<file path="src/rtl/pin_sense_pkg.sv">
package pin_sense_pkg;
  typedef enum logic [1:0] {
    SENSE_BOTH = 2'b00,
    SENSE_RISE = 2'b01,
    SENSE_FALL = 2'b10,
    SENSE_LOW  = 2'b11
  } sense_mode_e;

  localparam int REG_ADDR_W = 3;
  localparam logic [REG_ADDR_W-1:0] ADDR_MODE  = 3'd0;
  localparam logic [REG_ADDR_W-1:0] ADDR_INV   = 3'd1;
  localparam logic [REG_ADDR_W-1:0] ADDR_MASK0 = 3'd2;
  localparam logic [REG_ADDR_W-1:0] ADDR_MASK1 = 3'd3;
  localparam logic [REG_ADDR_W-1:0] ADDR_FLAG  = 3'd4;
  localparam logic [REG_ADDR_W-1:0] ADDR_SENSE = 3'd5;
endpackage

</file>
<file path="src/rtl/pin_sync.sv">
module pin_sync #(
  parameter int WIDTH  = 8,
  parameter int STAGES = 2
) (
  input  logic             clk_i,
  input  logic             rst_ni,
  input  logic [WIDTH-1:0] d_i,
  output logic [WIDTH-1:0] q_o
);
  logic [WIDTH-1:0] stage_q [STAGES];

  always_ff @(posedge clk_i or negedge rst_ni) begin
    if (!rst_ni) begin
      for (int s = 0; s < STAGES; s++) stage_q[s] <= '0;
    end else begin
      stage_q[0] <= d_i;
      for (int s = 1; s < STAGES; s++) stage_q[s] <= stage_q[s-1];
    end
  end

  assign q_o = stage_q[STAGES-1];
endmodule

</file>
<file path="src/rtl/sense_regfile.sv">
module sense_regfile
  import pin_sense_pkg::*;
#(
  parameter int NUM_PINS = 8,
  localparam int REG_W   = 2 * NUM_PINS
) (
  input  logic                  clk_i,
  input  logic                  rst_ni,
  input  logic                  we_i,
  input  logic [REG_ADDR_W-1:0] addr_i,
  input  logic [REG_W-1:0]      wdata_i,
  output logic [REG_W-1:0]      rdata_o,
  input  logic [NUM_PINS-1:0]   flags_i,
  input  logic [NUM_PINS-1:0]   sensed_i,
  output logic [REG_W-1:0]      mode_o,
  output logic [NUM_PINS-1:0]   inv_o,
  output logic [NUM_PINS-1:0]   mask0_o,
  output logic [NUM_PINS-1:0]   mask1_o,
  output logic [NUM_PINS-1:0]   flag_clr_o
);
  always_ff @(posedge clk_i or negedge rst_ni) begin
    if (!rst_ni) begin
      mode_o  <= '0;
      inv_o   <= '0;
      mask0_o <= '0;
      mask1_o <= '0;
    end else if (we_i) begin
      case (addr_i)
        ADDR_MODE:  mode_o  <= wdata_i;
        ADDR_INV:   inv_o   <= wdata_i[NUM_PINS-1:0];
        ADDR_MASK0: mask0_o <= wdata_i[NUM_PINS-1:0];
        ADDR_MASK1: mask1_o <= wdata_i[NUM_PINS-1:0];
        default: ;
      endcase
    end
  end

  assign flag_clr_o = (we_i && addr_i == ADDR_FLAG) ? wdata_i[NUM_PINS-1:0] : '0;

  always_comb begin
    rdata_o = '0;
    case (addr_i)
      ADDR_MODE:  rdata_o = mode_o;
      ADDR_INV:   rdata_o[NUM_PINS-1:0] = inv_o;
      ADDR_MASK0: rdata_o[NUM_PINS-1:0] = mask0_o;
      ADDR_MASK1: rdata_o[NUM_PINS-1:0] = mask1_o;
      ADDR_FLAG:  rdata_o[NUM_PINS-1:0] = flags_i;
      ADDR_SENSE: rdata_o[NUM_PINS-1:0] = sensed_i;
      default: ;
    endcase
  end
endmodule

</file>
<file path="src/rtl/pin_sense_cell.sv">
module pin_sense_cell
  import pin_sense_pkg::*;
(
  input  logic        clk_i,
  input  logic        rst_ni,
  input  sense_mode_e mode_i,
  input  logic        raw_i,
  input  logic        sync_i,
  input  logic        prev_i,
  input  logic        clr_i,
  input  logic        wake_en_i,
  output logic        hit_o,
  output logic        flag_o,
  output logic        wake_o
);
  logic rise, fall, wake_cond;

  assign rise = sync_i & ~prev_i;
  assign fall = ~sync_i & prev_i;

  always_comb begin
    case (mode_i)
      SENSE_BOTH: begin hit_o = rise | fall; wake_cond = raw_i ^ sync_i;   end
      SENSE_RISE: begin hit_o = rise;        wake_cond = raw_i & ~sync_i;  end
      SENSE_FALL: begin hit_o = fall;        wake_cond = ~raw_i & sync_i;  end
      default:    begin hit_o = ~sync_i;     wake_cond = ~raw_i;           end
    endcase
  end

  assign wake_o = wake_en_i & wake_cond;

  // set has priority over a same-cycle clear
  always_ff @(posedge clk_i or negedge rst_ni) begin
    if (!rst_ni)     flag_o <= 1'b0;
    else if (hit_o)  flag_o <= 1'b1;
    else if (clr_i)  flag_o <= 1'b0;
  end
endmodule

</file>
<file path="src/rtl/pin_sense_irq.sv">
module pin_sense_irq
  import pin_sense_pkg::*;
#(
  parameter int NUM_PINS = 8,
  localparam int REG_W   = 2 * NUM_PINS
) (
  input  logic                  clk_i,
  input  logic                  rst_ni,
  input  logic [NUM_PINS-1:0]   pin_i,
  input  logic                  reg_we_i,
  input  logic [REG_ADDR_W-1:0] reg_addr_i,
  input  logic [REG_W-1:0]      reg_wdata_i,
  output logic [REG_W-1:0]      reg_rdata_o,
  output logic [1:0]            irq_o,
  output logic                  wake_o
);
  logic [REG_W-1:0]    mode_q;
  logic [NUM_PINS-1:0] inv_q, mask0_q, mask1_q, flag_clr;
  logic [NUM_PINS-1:0] pad_sensed, sync_q, prev_q, hit_vec, flags_q, wake_vec;

  sense_regfile #(.NUM_PINS(NUM_PINS)) u_regs (
    .clk_i      (clk_i),
    .rst_ni     (rst_ni),
    .we_i       (reg_we_i),
    .addr_i     (reg_addr_i),
    .wdata_i    (reg_wdata_i),
    .rdata_o    (reg_rdata_o),
    .flags_i    (flags_q),
    .sensed_i   (sync_q),
    .mode_o     (mode_q),
    .inv_o      (inv_q),
    .mask0_o    (mask0_q),
    .mask1_o    (mask1_q),
    .flag_clr_o (flag_clr)
  );

  assign pad_sensed = pin_i ^ inv_q;

  pin_sync #(.WIDTH(NUM_PINS), .STAGES(2)) u_sync (
    .clk_i  (clk_i),
    .rst_ni (rst_ni),
    .d_i    (pad_sensed),
    .q_o    (sync_q)
  );

  always_ff @(posedge clk_i or negedge rst_ni) begin
    if (!rst_ni) prev_q <= '0;
    else         prev_q <= sync_q;
  end

  for (genvar i = 0; i < NUM_PINS; i++) begin : g_pin
    pin_sense_cell u_cell (
      .clk_i     (clk_i),
      .rst_ni    (rst_ni),
      .mode_i    (sense_mode_e'(mode_q[2*i +: 2])),
      .raw_i     (pad_sensed[i]),
      .sync_i    (sync_q[i]),
      .prev_i    (prev_q[i]),
      .clr_i     (flag_clr[i]),
      .wake_en_i (mask0_q[i] | mask1_q[i]),
      .hit_o     (hit_vec[i]),
      .flag_o    (flags_q[i]),
      .wake_o    (wake_vec[i])
    );
  end

  assign irq_o[0] = |(flags_q & mask0_q);
  assign irq_o[1] = |(flags_q & mask1_q);
  assign wake_o   = |wake_vec;
endmodule

</file>
<file path="config.mk">
export PLATFORM = sky130hd
export DESIGN_NAME = pin_sense_irq
export DESIGN_NICKNAME = d
export VERILOG_FILES = /design/src/rtl/pin_sense_pkg.sv /design/src/rtl/pin_sync.sv /design/src/rtl/sense_regfile.sv /design/src/rtl/pin_sense_cell.sv /design/src/rtl/pin_sense_irq.sv
export SDC_FILE = /design/constraint.sdc
export NUM_CORES = 1
export LEC_CHECK = 0
export ABC_AREA = 1
export BUFFER_PORTS_ARGS = -buffer_cell sky130_fd_sc_hd__buf_2
export CORE_AREA = 2 2 127 129
export CTS_CLUSTER_DIAMETER = 60
export DETAILED_ROUTE_END_ITERATION = 6
export DIE_AREA = 0 0 129 131
export GPL_TIMING_DRIVEN = 0
export PLACE_DENSITY_LB_ADDON = 0.15
export SYNTH_ARGS = -nofsm -noshare
export SYNTH_HDL_FRONTEND = slang
export SYNTH_SLANG_ARGS = --single-unit
</file>
<file path="constraint.sdc">
create_clock -name clk_i -period 2.2 [get_ports clk_i]
set_input_delay 0.33 -clock clk_i [delete_from_list [all_inputs] [get_ports clk_i]]
set_output_delay 0.33 -clock clk_i [all_outputs]
set_load 0.02 [all_outputs]
</file>
* After elaboration in Yosys (flattened, before gate mapping)
Index checks and enable logic that the tools add are counted.
W data, S select, Z words.
** Word-level totals
- Input bits :: 30
- Register bits :: 72
- Output and inout port bits :: 19
** Operators by class
- Mux-type cells :: 35
- Bitwise operators :: 91
- Equality and inequality tests :: 21
- Reduce and logical (&&, ||, !) cells :: 25
** Operators by type and width (number)
- $pmux W1 S3 :: 16
- $pmux W8 S6 :: 1
- $and A1 B1 Y1 :: 40
- $not A1 Y1 :: 24
- $reduce_or A8 Y1 :: 3
- $and A8 B8 Y8 :: 2
- $eq A2 B1 Y1 const B :: 8
- $eq A2 B2 Y1 const B :: 8
- $logic_not A2 Y1 :: 8
- $mux W1 :: 16
- $mux W8 :: 2
- $or A1 B1 Y1 :: 16
- $reduce_bool A2 Y1 :: 8
- $reduce_and A2 Y1 :: 4
- $xor A1 B1 Y1 :: 8
- $xor A8 B8 Y8 :: 1
- $eq A3 B2 Y1 const B :: 2
- $eq A3 B3 Y1 const B :: 2
- $eq A3 B1 Y1 const B :: 1
- $logic_not A3 Y1 :: 1
- $logic_and A1 B1 Y1 :: 1

* Logic depth before layout (Yosys ltp)
Gate-level depths: netlist (run 1).
- Depth in word-level cells :: 6
- Mapped depth :: 10
- Depth with buffers taken out :: 10

* By module
A second synthesis (run 1) with hierarchy kept.
** Second synthesis, totals
- Cells, all modules :: 625
- Area, all modules :: 4755.8 um2
** Modules (own cells, without submodules)
- sense_regfile :: instances 1, cells each 286, area each 2249.7 um2
- pin_sense_cell :: instances 8, cells each 32, area each 198.9 um2
- pin_sync :: instances 1, cells each 24, area each 460.4 um2
- pin_sense_irq :: instances 1, cells each 59, area each 454.2 um2

* Worst setup path before layout (run 1)
OpenSTA, ideal clock, no wires.
- Path type :: register to output
- From :: register u_regs.inv_o[6]
- To :: output port wake_o
- Cell stages (with the launch flop) :: 10
- Arrival :: 1.487 ns
- Path slack :: 0.383 ns
- Buffers on the path :: 0
- Cells stage by stage :: dfrtp_1 > or2_2 > nand2_1 > ha_1 > nand3b_1 > nand3_1 > nand3_1 > nand2_1 > nor2_1 > nand2_1
** Between the ends
- Longest elaborated chain between the ends :: 6
- Elaborated cells on any way between the ends :: 8
- Classes of those cells :: mux: 1; bitwise: 6; reduce/logical: 1
** Ends and longest elaborated chain
- start, declared :: line sense_regfile.sv:16 : output logic [NUM_PINS-1:0] inv_o,
- start signal, assigned :: line sense_regfile.sv:30 : ADDR_INV: inv_o <= wdata_i[NUM_PINS-1:0];
- $xor A8 B8 Y8 (*) :: line pin_sense_irq.sv:37 : assign pad_sensed = pin_i ^ inv_q;
- $not A1 Y1 :: line pin_sense_cell.sv:25, pin_sense_cell.sv:26
- $and A1 B1 Y1 :: line pin_sense_cell.sv:25 : SENSE_FALL: begin hit_o = fall; wake_cond = ~raw_i & sync_i; end
- $pmux W1 S3 (*) :: line pin_sense_cell.sv:22 : case (mode_i)
- $and A1 B1 Y1 (*) :: line pin_sense_cell.sv:30 : assign wake_o = wake_en_i & wake_cond;
- $reduce_or A8 Y1 (*) :: line pin_sense_irq.sv:69 : assign wake_o = |wake_vec;
- end, declared :: line pin_sense_irq.sv:15 : output logic wake_o
Every way passes the cells marked *; elsewhere a longest branch is shown, timed or not.

* Final worst setup path (run 1)
- From :: register u_regs.inv_o[4]
- To :: output port wake_o
The elaborated chain is that of the path after synthesis.

==> impl_metrics.env, run 1 <==
export IMPL_initial_core_util_pct=27.4
export IMPL_syn_inst=507
export IMPL_yosysMostFrequentCell="nand2_1"
export IMPL_hp_class="in -> reg"
export IMPL_p_leak_uw=0.00275
export IMPL_fin_crit_ps=2280
export IMPL_core_rowCount=46
export IMPL_path_common_cell="nand3_2"
export IMPL_drive_gt1_share_pct=33.2
export IMPL_fmax_mhz=439
export IMPL_syn_area_per_cell_um2=8.44
export IMPL_root_buffer="clkbuf_16"
export IMPL_fin_area_mm2=0.00544
export IMPL_path_max_fanout=2
export IMPL_ys_top_cells_by_area="dfrtp_1 (42%), ha_1 (9.4%), nand2_1 (8.6%)"
export IMPL_cts_tree="built"
export IMPL_wirelength_um=12400
export IMPL_drtIter0Drc=242
export IMPL_yosys_warnings=0
export IMPL_routedWlPerCell_um=15.5
export IMPL_rsz0062_at_grt="yes"
export IMPL_dieArea_mm2=0.0169
export IMPL_synth_edf_count=0
export IMPL_cp_required_ps=1870
export IMPL_max_cap_violations=0
export IMPL_final_cells=797
export IMPL_insertion_delay_ps=350
export IMPL_cpMaxStageDelayCell="dfrtp_1"
export IMPL_syn_nets=569
export IMPL_antenna_found_initial=0
export IMPL_setup_slack_ps=-79.1
export IMPL_utilization_pct=34.9
export IMPL_dp_hpwl_um=8770
export IMPL_synth_top_area_cell="dfrtp_1"
export IMPL_gp_congestion=0.805
export IMPL_h_tree_depth=3
export IMPL_path_buf_inv=1
export IMPL_synth_top_flop_cell="dfrtp_1"
export IMPL_power_density_mw_per_mm2=886
export IMPL_numCtsBuffers=9
export IMPL_ioPinCount=49
export IMPL_drt_first_pass_iters=4
export IMPL_die_h_um=131
export IMPL_syn_area_mm2=0.00428
export IMPL_worst_setup_path_type="reg -> out"
export IMPL_relSlewSlack_pct=67.5
export IMPL_grt_max_degree=56
export IMPL_cts_sinks=72
export IMPL_grt_overflow=0
export IMPL_fin_worst_skew_ps=5.44
export IMPL_grt_usage_pct=15.6
export IMPL_min_period_over_period_pct=104
export IMPL_finalHoldViolCount=0
export IMPL_finalSetupViolCount=1
export IMPL_fp_coreArea_mm2=0.0156
export IMPL_yosys_register_bits=72
export IMPL_post_place_cells=772
export IMPL_max_stage_delay_ps=390
export IMPL_worstPathArrival_ps=1950
export IMPL_clkTransAtPathRegs_ps=60
export IMPL_crit_chain="or2_4 > nand2_4 > ha_4 > nand3b_1 > nand3_2 > nand3_2 > nand2_2 > nor2_1 > nand2_1 > buf_6"
export IMPL_cts_path_max_buffers=2
export IMPL_power_uw=4820
export IMPL_seq_area_frac_synth_pct=42.1
export IMPL_portBuffers=48
export IMPL_end_kind="primary output"
export IMPL_crit_family="simple AND/OR/NAND/NOR gates"
export IMPL_die_x_um=129
export IMPL_final_net_count=638
export IMPL_grt_pass1_vias=3701
export IMPL_async_reset_ff_share_pct=100
export IMPL_startpoint_type="flip-flop"
export IMPL_ys_types=30
export IMPL_synth_top_area_share_pct=42.1
export IMPL_vias=3646
export IMPL_n_antenna_cell=0
export IMPL_postPlaceCellArea_mm2=0.00482
export IMPL_violations="setup timing"
export IMPL_ir_drop_mv=0.388
export IMPL_tightestPinTransition_ps=486
export IMPL_drc=0
export IMPL_slew_violations=0
export IMPL_grt_pass1_wl_um=19700
export IMPL_area_growth_pct=27.1
export IMPL_status="finished, violations left"
export IMPL_n_fill_cell=1654
export IMPL_viasPerCell=4.57
export IMPL_place_ws_ps=39.7
export IMPL_postRouteAntennaNets=0
export IMPL_synth_top_cells_by_count="nand2_1 (98), dfrtp_1 (72), inv_1 (68)"
cells in the final DEF, fill, tap and decap left out, types with 6 or more instances in the layout:
cell       Yosys  layout
inv_1         68      65
nand3_2        0      13
o22ai_1        6       6
buf_6          6      10
nor2_1        24      23
buf_4          0       6
clkbuf_16      0       9
o21ai_1       16      20
a21oi_2        8       8
nor2_2         7       8
o21ai_2       24      26
or2_4          0       8
nand2_4        5      12
or2_2         14       6
buf_2          2      48
dfrtp_1       72      72
nand2_1       98      82
o211ai_1       6       6
nand3_1       42      29
nand2_2        7      16
inv_2          4       7
o21ai_0       23      17
nand3b_1      10      10
a21oi_1       12      12
ha_1          32      29
flip-flops by register name (all words and copies together) (netlist names):
register	count
u_regs.mode_o	16
g_pin.u_cell.flag_o	8
prev_q	8
u_regs.inv_o	8
u_regs.mask0_o	8
u_regs.mask1_o	8
u_sync.q_o	8
u_sync.stage_q	8
worst paths after layout:
check                                        start                     end  slack, ps  cells after the start
worst max-delay path               u_regs.inv_o[4]                  wake_o        -80                     10
worst min-delay path               reg_wdata_i[13]       u_regs.mode_o[13]        220                      3
worst max register to register       u_sync.q_o[5]  g_pin[5].u_cell.flag_o        950                      6
worst min register to register  u_sync.stage_q[11]           u_sync.q_o[3]        350                      0
max in group asynchronous                   rst_ni               prev_q[4]       1230                      3
min in group asynchronous                   rst_ni  g_pin[5].u_cell.flag_o        410                      2
what timing repair did:
| item | in CTS | in global routing |
|---|---|---|
| buffers inserted | 8 | 0 |
| hold buffers | 1 | 0 |
| hold endpoints to repair | 17 | 0 |
| pin swaps | 14 | 14 |
| resized for setup | 28 | 36 |
| setup endpoints to repair | 1 | 1 |
report_power, final:
group	internal, uW	switching (uW)	total (uW)
Sequential	1550	222	1780
Clock	1100	584	1680
Combinational	557	803	1360
Total	3210	1610	4820
cell families after synthesis:
kind of cell	count (synthesis)	share of synthesized area [%]
buffers and inverters	84	8.68
and+or+nand+nor	214	23.8
DFF	72	42.1
AOI/OAI and AO/OA	105	16.1
adders and majority gates	32	9.35
tightest hold or removal path: stages:
cell and delay (ps):
buf_2 80, nor2_2 30, a21oi_2 80
per-layer routing:
layer | wire [um] | share of wire (%) | global-route usage [%] | vias up
li1 | - | - | - | 1813
met1 | 5880 | 48 | 20.8 | 1740
met2 | 5640 | 46 | 25.1 | 78
met3 | 671 | 5.4 | 4.36 | 15
met4 | 177 | 1.4 | 4.41 | 0
met5 | 0 | 0 | 0 | -
layout make-up:
class,instances,area [um^2],share of cell area [%]
repair buffers,58,358,6.58
multi-input cells,351,2300,42.4
flip-flops and latches,72,1800,33.1
plain buffers,9,82.6,1.52
clock inverters,7,110,2.02
clock buffers,9,225,4.14
well taps,216,270,4.97
inverters,75,289,5.31
through the flow:
stage,hold slack [ps],setup TNS [ps]
after floorplan,34.4,0
after global placement,332,0
after detailed placement,236,0
after CTS,212,-115
after global routing,220,-171
final,220,-79.1
Power figures use the tool's default switching activity.
==> inputs of run 2 (changes only) <==
PLACE_DENSITY = 0.55   (was unset)
PLACE_DENSITY_LB_ADDON = unset   (was 0.15)
clock period = 2.4 ns   (was 2.2 ns; I/O delays follow)
==> impl_metrics.env, run 2 (synthesis gave the netlist of run 1 again) <==
export IMPL_antenna_found_initial=1
export IMPL_status="complete, no violations"
export IMPL_crit_chain="buf_6 > nand2_2 > nand2_4 > ha_4 > nand3b_1 > nand3_2 > nand3_4 > nand2_2 > nor2_2 > nand2_2 > buf_6"
export IMPL_rsz0062_at_grt="no"
export IMPL_p_leak_uw=0.00270
export IMPL_cp_required_ps=2040
export IMPL_drtIter0Drc=156
export IMPL_grt_overflow=0
export IMPL_die_h_um=131
export IMPL_fmax_mhz=434
export IMPL_postPlaceCellArea_mm2=0.00482
export IMPL_fp_coreArea_mm2=0.0156
export IMPL_initial_core_util_pct=27.4
export IMPL_worst_setup_path_type="reg -> out"
export IMPL_area_growth_pct=25.2
export IMPL_path_common_cell="nand2_2"
export IMPL_final_common_cell="nand2_1"
export IMPL_insertion_delay_ps=340
export IMPL_fin_area_mm2=0.00536
export IMPL_fin_worst_skew_ps=4.34
export IMPL_path_buf_inv=2
export IMPL_cts_tree="built"
export IMPL_n_fill_cell=1634
export IMPL_finalHoldViolCount=0
export IMPL_drt_first_pass_iters=5
export IMPL_core_rowCount=46
export IMPL_gp_congestion=0.839
export IMPL_grt_pass1_wl_um=18700
export IMPL_grt_pass1_vias=3647
export IMPL_tightestPinTransition_ps=411
export IMPL_clkTransAtPathRegs_ps=60
export IMPL_numCtsBuffers=9
export IMPL_worstPathArrival_ps=1940
export IMPL_utilization_pct=34.4
export IMPL_path_max_fanout=3
export IMPL_drive_gt1_share_pct=31.3
export IMPL_cts_path_max_buffers=2
export IMPL_startpoint_type="flip-flop"
export IMPL_layout_common_cells="nand2_1 (83), dfrtp_1 (72), inv_1 (68)"
export IMPL_dieArea_mm2=0.0169
export IMPL_grt_max_degree=57
export IMPL_routedWlPerCell_um=14.8
export IMPL_slew_violations=0
export IMPL_hp_class="in -> reg"
export IMPL_final_net_count=638
export IMPL_largest_register_ffs=16
export IMPL_portBuffers=48
export IMPL_end_kind="primary output"
export IMPL_multi_input_area_mm2=0.00226
export IMPL_postRouteAntennaNets=0
export IMPL_max_stage_delay_ps=400
export IMPL_cpMaxStageDelayCell="dfrtp_1"
export IMPL_ir_drop_mv=0.399
export IMPL_ioPinCount=49
export IMPL_drc=0
export IMPL_viasPerCell=4.55
export IMPL_power_uw=4210
export IMPL_die_x_um=129
export IMPL_root_buffer="clkbuf_16"
export IMPL_crit_family="simple AND/OR/NAND/NOR gates"
export IMPL_power_density_mw_per_mm2=785
export IMPL_max_cap_violations=0
export IMPL_wirelength_um=11800
export IMPL_h_tree_depth=3
export IMPL_cts_sinks=72
export IMPL_largest_register="u_regs.mode_o"
export IMPL_dp_hpwl_um=8570
export IMPL_regArea_mm2=0.00180
export IMPL_fin_crit_ps=2300
export IMPL_tns_ps=0
export IMPL_r2r_slack_ps=1160
export IMPL_vias=3632
export IMPL_relSlewSlack_pct=72.6
export IMPL_finalSetupViolCount=0
export IMPL_grt_usage_pct=14.7
export IMPL_min_period_over_period_pct=96.0
run 2: worst register-to-register path: cells and delay by family, from the launching register on:
family                     cells  cell delay, ps
adders and majority gates      1             180
AOI/OAI and AO/OA              3             360
DFF                            1             400
buffers and inverters          1             110
and+or+nand+nor                1              70
run 2: final cells by class:
type,count,share of cell area [%]
Clock inverter,3,0.747
Sequential cell,72,33.6
Tap cell,216,5.04
Inverter,75,5.39
Timing Repair Buffer,58,6.61
Clock buffer,13,4.86
Buffer,9,1.54
Antenna cell,1,0.0467
Multi-Input combinational cell,351,42.2
run 2: what timing repair did:
action | in CTS | in global routing
endpoints found under the setup margin | 1 | 1
gates resized for setup | 14 | 36
hold buffers | 1 | 0
buffers inserted | 5 | 3
pin swaps | 4 | 14
hold endpoints to repair | 16 | 0
run 2: per-layer routing:
metal / track usage (%) / wire length, um / vias up
met1: 18.9 / 5330 / 1743
met3: 3.62 / 642 / 12
li1: - / - / 1806
met2: 24.6 / 5660 / 71
met5: 0 / 0 / -
met4: 4.28 / 156 / 0
run 2: worst paths after layout:
kind | start | cells past startpoint | to
worst max-delay path | u_regs.inv_o[4] | 11 | wake_o
max in group asynchronous | rst_ni | 3 | g_pin[0].u_cell.flag_o
worst min-delay path | reg_wdata_i[11] | 3 | u_regs.mode_o[11]
worst max register to register | u_sync.q_o[0] | 6 | g_pin[0].u_cell.flag_o
worst min register to register | u_sync.stage_q[8] | 0 | u_sync.q_o[0]
min in group asynchronous | rst_ni | 2 | prev_q[5]
run 2: through the flow:
stage / setup slack (ps) / std cells / hold WS (ps)
2_1_floorplan: 553 / 507 / 64.4
3_3_place_gp: 212 / 771 / 332
3_5_place_dp: 189 / 772 / 252
4_1_cts: 1.65 / 794 / 253
5_1_grt: 0.594 / 797 / 259
6_report: 95.2 / 798 / 261
run 2: report_power, final:
group	leakage, uW	internal [uW]	total [uW]	switching (uW)
Sequential	0.000834	1430	1620	198
Combinational	0.00171	507	1230	728
Clock	0.000150	858	1350	494
